## src/rtl/carry_sel_alu_pkg.sv

```systemverilog
package carry_sel_alu_pkg;
  typedef enum logic [1:0] {
    OP_SRC_CARRY = 2'b00,
    OP_ADD       = 2'b01,
    OP_SUB       = 2'b10,
    OP_NONE      = 2'b11
  } aluOp_e;

  typedef enum logic [1:0] {
    CIN_ZERO  = 2'b00,
    CIN_ONE   = 2'b01,
    CIN_FLAG  = 2'b10,
    CIN_NFLAG = 2'b11
  } cinSel_e;

  typedef struct packed {
    logic useDst;   // feed D into the adder's first input
    logic invSrc;   // one's complement of S on the second input
    logic carryIn;  // selected carry-in
    logic wrEn;     // write back result and flag
  } aluStrobe_t;
endpackage

```

## src/rtl/carry_sel_alu_ctrl.sv

```systemverilog
module carry_sel_alu_ctrl
  import carry_sel_alu_pkg::*;
(
  input  logic [1:0] opCode,
  input  logic [1:0] ccSel,
  input  logic       carryFlag,
  output aluStrobe_t strobe
);
  aluOp_e  opDec;
  cinSel_e cinDec;

  assign opDec  = aluOp_e'(opCode);
  assign cinDec = cinSel_e'(ccSel);

  always_comb begin
    strobe = '0;
    unique case (cinDec)
      CIN_ZERO:  strobe.carryIn = 1'b0;
      CIN_ONE:   strobe.carryIn = 1'b1;
      CIN_FLAG:  strobe.carryIn = carryFlag;
      CIN_NFLAG: strobe.carryIn = ~carryFlag;
      default:   strobe.carryIn = 1'b0;
    endcase
    unique case (opDec)
      OP_SRC_CARRY: strobe.wrEn = 1'b1;
      OP_ADD:       begin strobe.wrEn = 1'b1; strobe.useDst = 1'b1; end
      OP_SUB:       begin strobe.wrEn = 1'b1; strobe.useDst = 1'b1; strobe.invSrc = 1'b1; end
      OP_NONE:      strobe.wrEn = 1'b0;
      default:      strobe.wrEn = 1'b0;
    endcase
  end

  // a constant selection never depends on the flag
  always_comb begin
    p_const_cin_r1: assert (!(ccSel == 2'b00) || strobe.carryIn == 1'b0);
    p_one_cin_r1:   assert (!(ccSel == 2'b01) || strobe.carryIn == 1'b1);
  end
endmodule

```

## src/rtl/carry_sel_alu_dp.sv

```systemverilog
module carry_sel_alu_dp
  import carry_sel_alu_pkg::*;
#(
  parameter int DataWidth = 4
) (
  input  aluStrobe_t           strobe,
  input  logic                 carryFlag,
  input  logic [DataWidth-1:0] srcVal,
  input  logic [DataWidth-1:0] dstVal,
  output logic [DataWidth-1:0] result,
  output logic                 carryNext
);
  localparam int SumWidth = DataWidth + 1;

  logic [DataWidth-1:0] opA;
  logic [DataWidth-1:0] opB;
  logic [SumWidth-1:0]  sumFull;

  assign opA     = strobe.useDst ? dstVal : '0;
  assign opB     = strobe.invSrc ? ~srcVal : srcVal;
  assign sumFull = {1'b0, opA} + {1'b0, opB} + {{DataWidth{1'b0}}, strobe.carryIn};

  assign result    = strobe.wrEn ? sumFull[DataWidth-1:0] : dstVal;
  assign carryNext = strobe.wrEn ? sumFull[DataWidth] : carryFlag;
endmodule

```

## src/rtl/carrySelAlu.sv

```systemverilog
module carrySelAlu
  import carry_sel_alu_pkg::*;
#(
  parameter int DataWidth = 4
) (
  input  logic [1:0]           opCode,
  input  logic [1:0]           ccSel,
  input  logic                 carryFlag,
  input  logic [DataWidth-1:0] srcVal,
  input  logic [DataWidth-1:0] dstVal,
  output logic [DataWidth-1:0] result,
  output logic                 writeEn,
  output logic                 carryNext
);
  aluStrobe_t strobe;

  carry_sel_alu_ctrl i_ctrl (
    .opCode    (opCode),
    .ccSel     (ccSel),
    .carryFlag (carryFlag),
    .strobe    (strobe)
  );

  carry_sel_alu_dp #(.DataWidth(DataWidth)) i_dp (
    .strobe    (strobe),
    .carryFlag (carryFlag),
    .srcVal    (srcVal),
    .dstVal    (dstVal),
    .result    (result),
    .carryNext (carryNext)
  );

  assign writeEn = strobe.wrEn;

  // Port-level checks relating operands to the datapath outputs
  always_comb begin
    p_src_pass_r2: assert (!(opCode == 2'b00 && ccSel == 2'b00) ||
                           (result == srcVal && carryNext == 1'b0));
    p_plain_add_r3: assert (!(opCode == 2'b01 && ccSel == 2'b00) ||
                            ({carryNext, result} == ({1'b0, srcVal} + {1'b0, dstVal})));
    p_flag_add_r1: assert (!(opCode == 2'b01 && ccSel == 2'b10) ||
                           ({carryNext, result} == ({1'b0, srcVal} + {1'b0, dstVal} +
                                                    {{DataWidth{1'b0}}, carryFlag})));
    p_sub_borrow_r4: assert (!(opCode == 2'b10 && ccSel == 2'b01) ||
                             (result == DataWidth'(dstVal - srcVal) &&
                              carryNext == (dstVal >= srcVal)));
    p_write_r5: assert (opCode == 2'b11 || writeEn);
    p_no_write_r6: assert (opCode != 2'b11 ||
                           (!writeEn && carryNext == carryFlag && result == dstVal));
  end
endmodule

```

## config.mk

```make
export PLATFORM = sky130hd
export DESIGN_NAME = carrySelAlu
export DESIGN_NICKNAME = d
export VERILOG_FILES = /design/src/rtl/carry_sel_alu_pkg.sv /design/src/rtl/carry_sel_alu_ctrl.sv /design/src/rtl/carry_sel_alu_dp.sv /design/src/rtl/carrySelAlu.sv
export SDC_FILE = /design/constraint.sdc
export NUM_CORES = 1
export LEC_CHECK = 0
export BUFFER_PORTS_ARGS = -buffer_cell sky130_fd_sc_hd__buf_2
export CORE_AREA = 4 4 41 43
export DETAILED_ROUTE_END_ITERATION = 10
export DIE_AREA = 0 0 45 47
export PLACE_DENSITY = 0.49
export SYNTH_ARGS = -nofsm -noshare
export SYNTH_HDL_FRONTEND = slang
export SYNTH_SLANG_ARGS = --single-unit
```

## constraint.sdc

```tcl
create_clock -name vclk -period 2.4
set_input_delay 0.24 -clock vclk [all_inputs]
set_output_delay 0.24 -clock vclk [all_outputs]
set_load 0.01 [all_outputs]
```

# After elaboration in Yosys (flattened, before gate mapping)
# Index checks and enable logic that the tools add are counted.
# W data, S select, Z words.
[word_totals]
register_bits = 0
latch_bits = 0
ram_bits = 0
rom_bits = 0
input_bits = 13
wordCells = 22
memories = 0
[classes]
addsub = 2
multipliers = 0
n_div = 0
magnitude_cmp = 0
eq_ne = 6
shifts = 0
muxes = 8
n_bitwise = 2
n_reduce_logical = 4
[op_table]
columns = ["operator", "count"]
rows = [
  ["$mux W4", 3],
  ["$eq A2 B2 Y1 const B", 4],
  ["$add A4 B4 Y5", 1],
  ["$add A5 B1 Y5", 1],
  ["$eq A2 B1 Y1 const B", 2],
  ["$logic_not A2 Y1", 2],
  ["$not A4 Y4", 1],
  ["$pmux W1 S4", 1],
  ["$mux W1", 3],
  ["$reduce_or A3 Y1", 1],
  ["$pmux W1 S2", 1],
  ["$reduce_or A2 Y1", 1],
  ["$not A1 Y1", 1],
]

# Depth between registers and ports, before layout
[depth]
depth_word = 7
mapped_depth = 9
mapped_depth_nobuf = 9

# Modules after synthesis
# From an unflattened synthesis, not the netlist that was laid out.
[hier_totals]
cells_unflattened = 42
hier_area_um2 = 332.8
[modules_own_cells]
columns = ["mod", "n_inst", "cells_per_inst", "area_each_um2", "seq_area_each_um2"]
rows = [
  ["carry_sel_alu_dp", 1, 35, 284.0, 0.0],
  ["carry_sel_alu_ctrl", 1, 7, 48.8, 0.0],
]

# Worst setup path after synthesis
# Ideal clock, no wire load.
[synth_timing]
path_kind = "in2out"
startpoint = "input port opCode[0]"
endpoint = "output port result[1]"
arrival_ns = 1.907
path_slack_ns = 0.253
path_stages = 7
n_path_buf = 0
cell_sequence = "inv_1 ha_1 nand2b_1 fa_1 inv_1 fa_1 mux2_2"
[synth_via]
elab_chain_len = 7
[synth_rtl]
columns = ["item", "line_no", "rtl"]
rows = [
  ["start, declared", "carrySelAlu.sv:6", "input logic [1:0] opCode,"],
  ["$eq A2 B1 Y1 / $eq A2 B2 Y1 (equally long branches)", "carry_sel_alu_ctrl.sv:24", "unique case (opDec)"],
  ["$reduce_or A2 Y1 (no line)", "-", ""],
  ["$mux W1", "carry_sel_alu_ctrl.sv:24", ""],
  ["$mux W4", "carry_sel_alu_dp.sv:19", "assign opA = strobe.useDst ? dstVal : '0;"],
  ["$add A4 B4 Y5", "carry_sel_alu_dp.sv:21", "assign sumFull = {1'b0, opA} + {1'b0, opB} + {{DataWidth{1'b0}}, strobe.carryIn};"],
  ["$add A5 B1 Y5", "carry_sel_alu_dp.sv:21", ""],
  ["$mux W4 *", "carry_sel_alu_dp.sv:23", "assign result = strobe.wrEn ? sumFull[DataWidth-1:0] : dstVal;"],
  ["end, declared", "carrySelAlu.sv:11", "output logic [DataWidth-1:0] result,"],
]
# Every way passes the cells marked *; elsewhere a longest branch is shown, timed or not.

# Final worst setup path
# Ends and elaborated chain as after synthesis.

==> reports/results.ini <==
[routing]
avgViaCountPerCell=4.57
detail_route.first_pass.iterations=2
drc_errors=0
drtAntennaViolNets=0
wire_per_inst_um=10.0
postRouteWirelength_um=770
drt_iter0_markers=4
via_count=352

[sta]
maxSlewViolCount=0
whs_ps=788
tightest_slew_ps=357
fmax_mhz=432
finalCriticalPeriod_ps=2310
final_hold_viol_count=0
slew_headroom_pct=76.2
finalSetupViolations=0
fin_crit_sh_pct=96.4

[placement]
hpwl_um=678
numPortBuffers=19
gp_congestion=0.742

[grt]
gr-usage-all-layers_pct=8.37
use_met3_pct=0
grt_most_used_layer=met2
grt_pass1_wl_mm=1.39
grt_pass1_vias=360
use_met1_pct=9.98
met2_usage_pct=17.5
grt-ovfl-total=0
antenna_found_initial=0
grt_max_degree=11

[layout]
multi_input_area_sq_um=307
ff_latch_area_sq_um=0
drive_gt1_share_pct=48.4
nClkBuffers=0
n_fill_cell=156
fin_nets=84
antenna_cells=0
nFlopsAndLatches=0
area_growth_syn_to_layout_pct=48.8

[synth]
synth.distinct_cells=20
ys_warn_count=0
syn_inst=39
syn_avg_cell_area_sq_um=8.15
synth_nets=59
seq_area_frac_synth_pct=0
synth_area_sq_um=318

[critical_path]
cp-start-kind=input port
critPathArrivalTime_ps=2070
crit_path_start=opCode[0]
crit_type=in -> out
cp_cell_sequence=buf_2, inv_1, ha_2, nand2b_1, fa_2, inv_2, fa_2, mux2_2, buf_2
crit_path_end_kind=output pin
cp_max_fo=2
worst_path_max_delay_cell=fa_2
max_stage_delay_ps=410
crit_required_ps=2160
path_buf_inv=4
cp_top_family=adder cells

[die]
initial_core_util_pct=24.4
std_cell_rows=13
io_pins=19
dieHeight_um=47
die_w_um=45
dieArea_sq_mm=0.00212
core_sq_mm=0.00130

[power]
ir_drop_v=0.000108
finalPower_mw=0.152
p_leak_nw=0.248
power_density_mw_per_mm2=321

[min_path]
hold_path.class=in -> out
worstHoldStart=dstVal[2]

[flow_run]
maxCapViolations=0

[clocking]
cts_hold_buf=0

[run_status]
outcome=finished clean

-- report_power, final --
| part | internal [mW] | switching [mW] |
|---|---|---|
| Clock | 0 | 0 |
| Sequential | 0 | 0 |
| Combinational | 0.0798 | 0.0720 |
-- layer usage --
layer / wire [um] / share of wire, %
met5: 0 / 0
met2: 383 / 50
met1: 347 / 45
met4: 0 / 0
met3: 39 / 5.1
-- repair_timing --
item / in CTS / in global routing
endpoints found under the setup margin: 0 / 4
resized for setup: 0 / 5
setup buffers: 0 / 0
endpoints found under the hold margin: 0 / 0
-- layout make-up --
| class | count | area share [%] |
|---|---|---|
| Tap cell | 15 | 3.97 |
| Inverter | 4 | 3.17 |
| Timing Repair Buffer | 24 | 28.0 |
| Multi-Input combinational cell | 34 | 64.8 |
-- metrics by stage --
| stage | setup TNS [ps] | instance area [sq um] | setup slack [ps] | util [%] | instances |
|---|---|---|---|---|---|
| floorplan | 0 | 318 | 253 | - | 39 |
| global placement | 0 | 458 | 37.6 | 35.2 | 77 |
| detailed placement | 0 | 458 | 37.2 | 35.2 | 77 |
| CTS | 0 | 458 | 28.7 | 35.2 | 77 |
| global route | -0.711 | 473 | -0.711 | 36.3 | 77 |
| finish | 0 | 473 | 86.8 | 36.3 | 77 |
-- cells in the final DEF, fill, tap and decap left out --
cell type / netlist / final
nand2_1: 3 / 3
a211o_1: 1 / 1
inv_2: 0 / 1
xnor2_1: 2 / 1
nand2b_1: 1 / 1
fa_2: 0 / 2
ha_1: 5 / 4
or3b_1: 1 / 1
a21oi_1: 3 / 3
nor3b_1: 1 / 1
nor2_1: 1 / 1
o311ai_1: 1 / 1
mux2_2: 1 / 1
nor4b_1: 1 / 1
inv_1: 4 / 3
xor2_1: 4 / 4
xnor2_2: 0 / 1
ha_2: 0 / 1
buf_2: 0 / 19
o21ai_0: 1 / 1
a21o_1: 1 / 1
buf_4: 0 / 5
a211oi_1: 2 / 2
nor2b_1: 3 / 3
-- Yosys cell counts (all sizes together) (2+ instances only) --
library cell  n  area share, %
fa            2             13
nand2         3            3.5
nor2b         3            5.9
a21oi         3            4.7
xor2          4             11
xnor2         2            5.5
inv           4            4.7
ha            5             20
a211oi        2            4.7
-- worst paths after layout --
kind | to | slack [ps] | cells past startpoint
max | result[1] | 90 | 9
min | result[2] | 790 | 4
-- logic make-up (layout without fill, tap and decap cells) --
logic type,after synthesis,count (layout),share of synthesized area [%]
and+or+nand+nor,11,11,20.5
AOI/OAI and AO/OA,9,9,18.9
adders and majority gates,7,7,32.3
xor gates and xnor gates,6,6,16.5
buffers and inverters,5,28,8.27
muxes,1,1,3.54
Note: power is estimated with default switching activity, not from simulation.
